==> src/rtl/irq_steer_pkg.sv <==
package irq_steer_pkg;

  typedef enum logic [2:0] {
    RD_NONE,
    RD_CTRL,
    RD_MASK,
    RD_SET,
    RD_STAT,
    RD_MDIS,
    RD_MSTAT
  } rdKind_e;

  localparam int STROBE_IDX_W = 8;

  typedef struct packed {
    logic                    wrCtrl;
    logic                    wrMask;
    logic                    wrSet;
    logic                    wrMdis;
    rdKind_e                 rdKind;
    logic [STROBE_IDX_W-1:0] idx;
  } regStrobe_t;

endpackage

==> src/rtl/irq_steer_decode.sv <==
module irq_steer_decode
  import irq_steer_pkg::*;
#(
  parameter int NUM_WORDS = 2,
  parameter int ADDR_W    = 8
) (
  input  logic [ADDR_W-1:0] busAddr,
  input  logic              busWrEn,
  input  logic              busRdEn,
  output regStrobe_t        strobe
);

  localparam int SET_BASE  = NUM_WORDS + 1;
  localparam int STAT_BASE = 2 * NUM_WORDS + 1;
  localparam int MDIS_SLOT = 3 * NUM_WORDS + 1;
  localparam int MSTAT_SLOT = 3 * NUM_WORDS + 2;

  logic [ADDR_W-3:0] wordAddr;
  logic              aligned;
  rdKind_e           kind;
  int                slot;

  assign wordAddr = busAddr[ADDR_W-1:2];
  assign aligned  = (busAddr[1:0] == 2'b00);

  always_comb begin
    slot = int'(wordAddr);
    kind = RD_NONE;
    strobe.idx = '0;
    if (aligned) begin
      if (slot == 0) begin
        kind = RD_CTRL;
      end else if (slot < SET_BASE) begin
        kind = RD_MASK;
        strobe.idx = STROBE_IDX_W'(slot - 1);
      end else if (slot < STAT_BASE) begin
        kind = RD_SET;
        strobe.idx = STROBE_IDX_W'(slot - SET_BASE);
      end else if (slot < MDIS_SLOT) begin
        kind = RD_STAT;
        strobe.idx = STROBE_IDX_W'(slot - STAT_BASE);
      end else if (slot == MDIS_SLOT) begin
        kind = RD_MDIS;
      end else if (slot == MSTAT_SLOT) begin
        kind = RD_MSTAT;
      end
    end
    strobe.wrCtrl = busWrEn && (kind == RD_CTRL);
    strobe.wrMask = busWrEn && (kind == RD_MASK);
    strobe.wrSet  = busWrEn && (kind == RD_SET);
    strobe.wrMdis = busWrEn && (kind == RD_MDIS);
    strobe.rdKind = busRdEn ? kind : RD_NONE;
  end

endmodule

==> src/rtl/irq_steer_regs.sv <==
module irq_steer_regs
  import irq_steer_pkg::*;
#(
  parameter int NUM_WORDS = 2,
  parameter bit REVERSE   = 1'b0
) (
  input  logic                    clk,
  input  logic                    rstN,
  input  logic [32*NUM_WORDS-1:0] srcIrq,
  input  logic [31:0]             busWrData,
  input  regStrobe_t              strobe,
  output logic [31:0]             busRdData,
  output logic                    irqOut,
  output logic                    enBit,
  output logic                    mdisBit,
  output logic                    anyPend
);

  localparam int IDX_W = (NUM_WORDS > 1) ? $clog2(NUM_WORDS) : 1;

  logic [31:0]          maskPhys [NUM_WORDS];
  logic [31:0]          setPhys  [NUM_WORDS];
  logic [31:0]          statPhys [NUM_WORDS];
  logic [NUM_WORDS-1:0] summary;
  logic [IDX_W-1:0]     sel;
  logic [31:0]          rdVal;

  assign sel = strobe.idx[IDX_W-1:0];

  // Status and summary per logical word, placed at its physical slot
  for (genvar g = 0; g < NUM_WORDS; g++) begin : gWord
    localparam int PHYS = REVERSE ? (NUM_WORDS - 1 - g) : g;
    assign statPhys[PHYS] = (srcIrq[32*g +: 32] | setPhys[PHYS]) & maskPhys[PHYS];
    assign summary[g]     = |statPhys[PHYS];
  end

  assign anyPend = |summary;

  always_comb begin
    rdVal = '0;
    case (strobe.rdKind)
      RD_CTRL:  rdVal[0] = enBit;
      RD_MASK:  rdVal = maskPhys[sel];
      RD_SET:   rdVal = setPhys[sel];
      RD_STAT:  rdVal = statPhys[sel];
      RD_MDIS:  rdVal[0] = mdisBit;
      RD_MSTAT: rdVal[NUM_WORDS-1:0] = summary;
      default:  rdVal = '0;
    endcase
  end

  always_ff @(posedge clk or negedge rstN) begin
    if (!rstN) begin
      enBit     <= 1'b0;
      mdisBit   <= 1'b0;
      irqOut    <= 1'b0;
      busRdData <= '0;
      for (int w = 0; w < NUM_WORDS; w++) begin
        maskPhys[w] <= '0;
        setPhys[w]  <= '0;
      end
    end else begin
      irqOut    <= enBit & anyPend & ~mdisBit;
      busRdData <= rdVal;
      if (strobe.wrCtrl) enBit   <= busWrData[0];
      if (strobe.wrMdis) mdisBit <= busWrData[0];
      if (strobe.wrMask) maskPhys[sel] <= busWrData;
      if (strobe.wrSet)  setPhys[sel]  <= busWrData;
    end
  end

endmodule

==> src/rtl/irq_steer_top.sv <==
module irq_steer_top
  import irq_steer_pkg::*;
#(
  parameter int NUM_WORDS = 2,
  parameter bit REVERSE   = 1'b0,
  parameter int ADDR_W    = 8
) (
  input  logic                    clk,
  input  logic                    rstN,
  input  logic [32*NUM_WORDS-1:0] srcIrq,
  input  logic [ADDR_W-1:0]       busAddr,
  input  logic                    busWrEn,
  input  logic [31:0]             busWrData,
  input  logic                    busRdEn,
  output logic [31:0]             busRdData,
  output logic                    irqOut
);

  regStrobe_t strobe;
  logic       enBit;
  logic       mdisBit;
  logic       anyPend;

  irq_steer_decode #(
    .NUM_WORDS(NUM_WORDS),
    .ADDR_W   (ADDR_W)
  ) u_decode (
    .busAddr(busAddr),
    .busWrEn(busWrEn),
    .busRdEn(busRdEn),
    .strobe (strobe)
  );

  irq_steer_regs #(
    .NUM_WORDS(NUM_WORDS),
    .REVERSE  (REVERSE)
  ) u_regs (
    .clk      (clk),
    .rstN     (rstN),
    .srcIrq   (srcIrq),
    .busWrData(busWrData),
    .strobe   (strobe),
    .busRdData(busRdData),
    .irqOut   (irqOut),
    .enBit    (enBit),
    .mdisBit  (mdisBit),
    .anyPend  (anyPend)
  );

endmodule

==> config.mk <==
export PLATFORM = sky130hd
export DESIGN_NAME = irq_steer_top
export DESIGN_NICKNAME = d
export VERILOG_FILES = /design/src/rtl/irq_steer_pkg.sv /design/src/rtl/irq_steer_decode.sv /design/src/rtl/irq_steer_regs.sv /design/src/rtl/irq_steer_top.sv
export SDC_FILE = /design/constraint.sdc
export NUM_CORES = 1
export LEC_CHECK = 0
export CAP_MARGIN = 20
export CORE_MARGIN = 2
export CORE_UTILIZATION = 45
export CTS_CLUSTER_SIZE = 25
export DETAILED_ROUTE_END_ITERATION = 8
export GPL_ROUTABILITY_DRIVEN = 1
export PLACE_DENSITY_LB_ADDON = 0.12
export SLEW_MARGIN = 20
export SYNTH_ARGS = -nofsm -noshare
export SYNTH_HDL_FRONTEND = slang
export SYNTH_SLANG_ARGS = --single-unit
==> constraint.sdc <==
create_clock -name clk -period 2 [get_ports clk]
set_input_delay 0.4 -clock clk [delete_from_list [all_inputs] [get_ports clk]]
set_output_delay 0.4 -clock clk [all_outputs]
set_load 0.005 [all_outputs]
### After elaboration in Yosys (flattened, before gate mapping)

Cells that the tools add are included.

| operators by class | value |
|---|---|
| $add $sub $neg | 3 |
| order comparisons | 5 |
| eq/ne operators | 12 |
| mux-type cells | 29 |
| bitwise logic cells | 8 |
| reduce and logical (&&, ||, !) cells | 10 |

Operators with widths:

| cell | count |
|---|---|
| two-way mux 32 bit | 10 |
| bitwise mux 64 bit | 2 |
| one-hot mux 30 bit (3 select lines) | 1 |
| bitwise AND 32 bit | 2 |
| OR 32 bit | 2 |
| OR reduction 32 bit | 2 |
| OR reduction 64 bit | 1 |
| demux 32 bit (select 1 bit) | 1 |
| two-way mux 3 bit | 8 |
| == test 3 x 2 -> 1 bit (second input constant) | 4 |
| == test 3 bit (second input constant) | 4 |
| < comparator 6 x 3 -> 1 bit (second input constant) | 2 |
| == test 3 x 1 -> 1 bit (second input constant) | 2 |
| == test 6 x 4 -> 1 bit (second input constant) | 1 |
| == test 6 x 5 -> 1 bit (second input constant) | 1 |
| zero test 6 bit | 1 |
| < comparator 6 x 2 -> 1 bit (second input constant) | 1 |
| one-hot mux 1 bit (6 select lines) | 1 |
| logical AND 1 bit | 5 |
| two-way mux 1 bit | 5 |
| one-hot mux 1 bit (4 select lines) | 1 |
| subtractor 1 bit (second input constant) | 3 |
| bitwise AND 1 bit | 2 |
| >= comparator 2 bit (second input constant) | 1 |
| other kinds (4) | 4 |

| storage, ports and cells | value |
|---|---|
| register bits after elaboration | 163 |
| input bits | 108 |
| output and inout bits | 33 |
| word-level logic and storage cells | 75 |

### Depth between registers and ports, before layout

| logic depth | value |
|---|---|
| depth in word-level cells | 12 |
| gate-level depth with buffers | 9 |
| depth with buffers taken out | 5 |

### Modules after synthesis

From an unflattened synthesis, not the netlist that was laid out.

| unflattened totals | value |
|---|---|
| cell total of the unflattened synthesis | 648 |
| area, all modules | 8,075.2 um^2 |

By module, submodules not included:

| module | instances | cells each | area each (um^2) | sequential area each (um^2) |
|---|---|---|---|---|
| irq_steer_regs | 1 | 594 | 7,704.9 | 4,078.9 |
| irq_steer_decode | 1 | 54 | 370.4 | 0.0 |

### Worst setup path before layout

Ideal clock, no wire load.

| timing path | value |
|---|---|
| kind | in2reg |
| from | in busAddr[7] |
| to | reg u_regs.setPhys[10] (netlist name) |
| arrival | 2.175 ns |
| path slack | -0.300 ns |
| stages on the path | 6 |
| buffers on the path | 1 |
| cell sequence | or4_4 -> nor2_1 -> nand3_1 -> nor3_1 -> buf_2 -> mux2_2 |

| between the ends | value |
|---|---|
| word-level cells in the longest chain between the ends | 12 |
| elaborated cells on any way between the ends | 27 |
| those cells by class | order compare: 5; eq/ne: 3; mux: 15; bitwise: 1; reduce/logical: 3 |

Ends and longest elaborated chain:

| what | RTL line | RTL |
|---|---|---|
| start, declared | irq_steer_top.sv:11 | `input logic [ADDR_W-1:0] busAddr,` |
| < comparator 6 x 3 -> 1 bit | irq_steer_decode.sv:39 | `end else if (slot < MDIS_SLOT) begin` |
| two-way mux 1 bit | irq_steer_decode.sv:39 |  |
| two-way mux 1 bit | irq_steer_decode.sv:36 | `end else if (slot < STAT_BASE) begin` |
| two-way mux 1 bit | irq_steer_decode.sv:33 | `end else if (slot < SET_BASE) begin` |
| two-way mux 1 bit | irq_steer_decode.sv:31 | `if (slot == 0) begin` |
| two-way mux 1 bit | irq_steer_decode.sv:30 | `if (aligned) begin` |
| NOT 1 -> 2 bit (not written as such) | irq_steer_regs.sv:68 | `if (strobe.wrSet) setPhys[sel] <= busWrData;` |
| >= comparator 2 bit (not written as such) / < comparator 2 x 1 -> 1 bit (equally long branches) | irq_steer_regs.sv:68 |  |
| logical AND 1 bit (not written as such) | irq_steer_regs.sv:68 |  |
| two-way mux 32 bit (not written as such) | irq_steer_regs.sv:68 |  |
| demux 32 bit (select 1 bit) | irq_steer_regs.sv:68 |  |
| bitwise mux 64 bit | irq_steer_regs.sv:68 |  |
| end signal, assigned by index | irq_steer_regs.sv:68 |  |
| end, declared | irq_steer_regs.sv:22 | `logic [31:0] setPhys [NUM_WORDS];` |

Parallel ways exist; a longest one is shown, timed or not.
A chain may end at the register's enable or synchronous reset.

### Worst setup path after layout

| timing path | value |
|---|---|
| from | in busAddr[0] |
| to | reg u_regs.maskPhys[20] (netlist name) |

| between the ends | value |
|---|---|
| word-level cells in the longest chain between the ends | 8 |
| elaborated cells on any way between the ends | 12 |
| those cells by class | order compare: 2; eq/ne: 1; mux: 5; bitwise: 1; reduce/logical: 3 |

Ends and longest elaborated chain:

| what | RTL line | RTL |
|---|---|---|
| zero test 2 bit (*) | irq_steer_decode.sv:24 | `assign aligned = (busAddr[1:0] == 2'b00);` |
| two-way mux 1 bit | irq_steer_decode.sv:30 |  |
| NOT 1 -> 2 bit (not written as such) | irq_steer_regs.sv:67 | `if (strobe.wrMask) maskPhys[sel] <= busWrData;` |
| >= comparator 2 bit (not written as such) / < comparator 2 x 1 -> 1 bit (equally long branches) | irq_steer_regs.sv:67 |  |
| logical AND 1 bit (not written as such) | irq_steer_regs.sv:67 |  |
| two-way mux 32 bit (not written as such) | irq_steer_regs.sv:67 |  |
| demux 32 bit (select 1 bit) | irq_steer_regs.sv:67 |  |
| bitwise mux 64 bit | irq_steer_regs.sv:67 |  |
| end signal, assigned by index | irq_steer_regs.sv:67 |  |
| end, declared | irq_steer_regs.sv:21 | `logic [31:0] maskPhys [NUM_WORDS];` |

Every way passes the cells marked *; elsewhere a longest branch is shown, timed or not.

==> out/qor.yml <==
logic_synthesis:
  synthArstFlopShare_pct: 100.0
  synth_edf_count: 0
  mappedNetlistArea_sq_um: 7900
  ys_types: 40
  synth_top_family_by_area: "multiplexers"
  yosysMostFrequentCell: "dfrtp_1"
  yosys-top-cells-count: "dfrtp_1 (163), mux2_2 (124), nand2_1 (100)"
  ys_seq_area_share_pct: 51.63
  yosys.area_share.simple_pct: 9.804
  synth-main-ff-cell: "dfrtp_1"
  postSynthAreaPerCell_sq_um: 11.32
  synth_top_area_cell: "dfrtp_1"
  synth_cells: 698
  synth.area.mux_share_pct: 23.74
  ys_warn_count: 0
  synth_compound_area_share_pct: 11.88
  synth_top_area_share_pct: 51.63
  synthAdderAreaFrac_pct: 0
  yosys-top-cells-area: "dfrtp_1 (52%), mux2_2 (18%), mux2i_1 (5.1%)"
  synth_xor_area_share_pct: 0.2217
  synth_nets: 806
  ys_ff_latch: 163
clocking:
  cts_tree: "built"
  cts_max_path_buffers: 2
  cts_buffers: 17
  h-tree-depth: 4
  insertion_delay_ns: 0.43
  cts.sinks: 163
  cts_root_buffer: "clkbuf_16"
  path_clk_slew_ns: 0.06
drt:
  drcViolationCount: 0
  wl_per_cell_um: 22.33
  drt_iter0_markers: 506
  dr.pass1.iters: 5
  ant_nets: 0
  vias: 6830
  viasPerCell: 5.853
  wirelength_um: 26060
timing:
  setup_viol: 125
  period_share_pct: 108.7
  fmax_ghz: 0.4602
  slew_viol_final: 0
  fin_ws_ns: -0.1731
  fin_crit_ns: 2.173
  slew_headroom_pct: 70.19
  skew_ns: 0.009076
  holdWs_ns: 0.3724
  rsz0062_at_grt: "true"
  hold_violations: 0
  worstMarginPinSlew_ns: 0.4472
critical_path:
  timing.rr.start: "u_regs.setPhys[30]$_DFFE_PN0P_"
  path_class: "in2reg"
  reg2reg_slack_ns: 0.05
  regToRegEndpoint: "u_regs.irqOut$_DFF_PN0_"
  start_kind: "primary input"
  arrival_ns: 2.48
  path_max_fanout: 13
  end_kind: "flip-flop"
  required_ns: 2.31
  r2r_cells: 5
floorplanning:
  dieArea_sq_um: 18630
  num_rows: 48
  die_y_um: 136.5
  die-width_um: 136.5
  ios: 141
  initial_core_util_pct: 45.83
  core_sq_um: 17240
global_routing:
  grt_pass1_wl_um: 38230
  track_usage_pct: 27.39
  grt_pass1_vias: 6999
  antenna_found_initial: 1
  grt_max_degree: 86
  grt-ovfl-total: 0
power_and_ir_drop:
  comb_power_share_pct: 11.0
  power_switching_mw: 1.808
  p_leak_nw: 5.451
  p_int_mw: 5.928
  powerDensity_nw_per_um2: 638.4
  power.total_mw: 7.736
  peakVddDrop_mv: 0.6429
  clock_power_share_pct: 43.2
  sw_frac_of_total_pct: 23.37
  seqPwrFrac_pct: 45.8
final_layout:
  design_area_sq_um: 12120
  fin_nets: 1039
  syn_to_final_growth_pct: 53.39
  stdcell_count: 1167
  n_fill_cell: 1181
  diodes: 0
  drive_above_1_share_pct: 38.32
placement:
  dp_hpwl_um: 15590
  io_buffers: 140
  dpl.cell_count: 1093
  placed_cell_area_sq_um: 10110
  globalplace.congestion: 0.8484
outcome:
  violations: "negative setup slack"
  status: "finished with violations"
flow_run:
  drv_cap: 0
worst_hold_path:
  hp-class: "in2async"
## layout by cell type (no fill, tap or decap), drive strengths merged, types with 3 or more instances in the layout
| cell | Yosys | layout |
|---|---|---|
| a211o | 24 | 24 |
| a21oi | 49 | 49 |
| buf | 25 | 111 |
| bufinv | 0 | 3 |
| clkbuf | 16 | 28 |
| clkdlybuf4s50 | 0 | 133 |
| clkinv | 0 | 3 |
| clkinvlp | 0 | 3 |
| dfrtp | 163 | 163 |
| mux2 | 131 | 131 |
| mux2i | 40 | 40 |
| nand2 | 100 | 100 |
| nand4 | 16 | 16 |
| nor2 | 20 | 20 |
| nor3 | 4 | 4 |
| nor4 | 3 | 3 |
| nor4b | 3 | 3 |
| o21ai | 71 | 71 |
| o221ai | 7 | 7 |
| or4 | 5 | 5 |
## metal layers
layer | global-route usage (%) | vias to the layer above | part of all wire [%]
met3 | 4.593 | 59 | 6.8
met2 | 43.47 | 330 | 47
li1 | - | 3015 | -
met5 | 0 | - | 0
met4 | 9.028 | 0 | 2.5
met1 | 38.32 | 3426 | 44
## how the worst max path moves through the flow
stage | start | cells past startpoint | end | slack, ns
floorplan | busAddr[7] | 8 | u_regs.busRdData[12]$_DFF_PN0_ | -0.30
global placement | busAddr[7] | 7 | u_regs.busRdData[20]$_DFF_PN0_ | -0.89
detailed placement | busAddr[7] | 7 | u_regs.busRdData[20]$_DFF_PN0_ | -0.91
CTS | busAddr[0] | 10 | u_regs.maskPhys[28]$_DFFE_PN0P_ | -0.14
global route | busAddr[0] | 9 | u_regs.maskPhys[20]$_DFFE_PN0P_ | -0.19
finish | busAddr[0] | 9 | u_regs.maskPhys[20]$_DFFE_PN0P_ | -0.17
## power by group through the flow
stage          Clock, mW  Combinational, mW  Sequential (mW)
3_5_place_dp           0              0.714             3.58
4_1_cts             3.37              0.785             3.52
5_1_grt             3.55              0.912             3.55
3_3_place_gp           0              0.693             3.57
6_report            3.34              0.851             3.54
2_1_floorplan          0              0.258             3.55
## state kept, by name, indices dropped and copies added, names as in the netlist
name and cells:
u_regs.setPhys 64, u_regs.irqOut 1, u_regs.busRdData 32, u_regs.enBit 1
u_regs.mdisBit 1, u_regs.maskPhys 64
## stage by stage
stage	worst slack (ns)	setup TNS (ns)	util [%]
final	-0.1731	-9.989	70.30
after global routing	-0.1902	-14.50	70.30
after CTS	-0.1370	-8.115	66.13
after detailed placement	-0.9104	-126.75	58.68
after global placement	-0.8858	-120.20	58.68
after floorplan	-0.2987	-33.57	-
## kinds of logic (layout without fill, tap and decap cells)
kind of cell              count (synthesis)  count (layout)
and+or+nand+nor                         161             161
muxes                                   171             171
AOI/OAI and AO/OA                       160             160
DFF                                     163             163
xor gates and xnor gates                  2               2
buffers and inverters                    41             285
## critical path, stage by stage
cell and delay, ns:
buf_6 0.09, or4_4 0.54, buf_6 0.14, nor2_4 0.13
nand2_4 0.09, buf_12 0.13, nor4b_4 0.31, buf_6 0.26
mux2_2 0.37
## timing repair
item,in CTS,in global routing
gates cloned,9,7
hold buffers,1,0
buffers inserted,13,15
pin swaps,27,55
hold endpoints to repair,17,0
endpoints found under the setup margin,160,157
resized for setup,126,120
## cell type report
cell class | count | area (sq um) | area share [%]
clock inverter | 9 | 131.4 | 1.084
multi-input combinational | 494 | 4275 | 35.28
tap | 225 | 281.5 | 2.323
sequential | 163 | 4079 | 33.66
timing repair buffer | 255 | 2890 | 23.85
clock buffer | 21 | 460.4 | 3.800
Note: power is estimated with default switching activity, not from simulation.
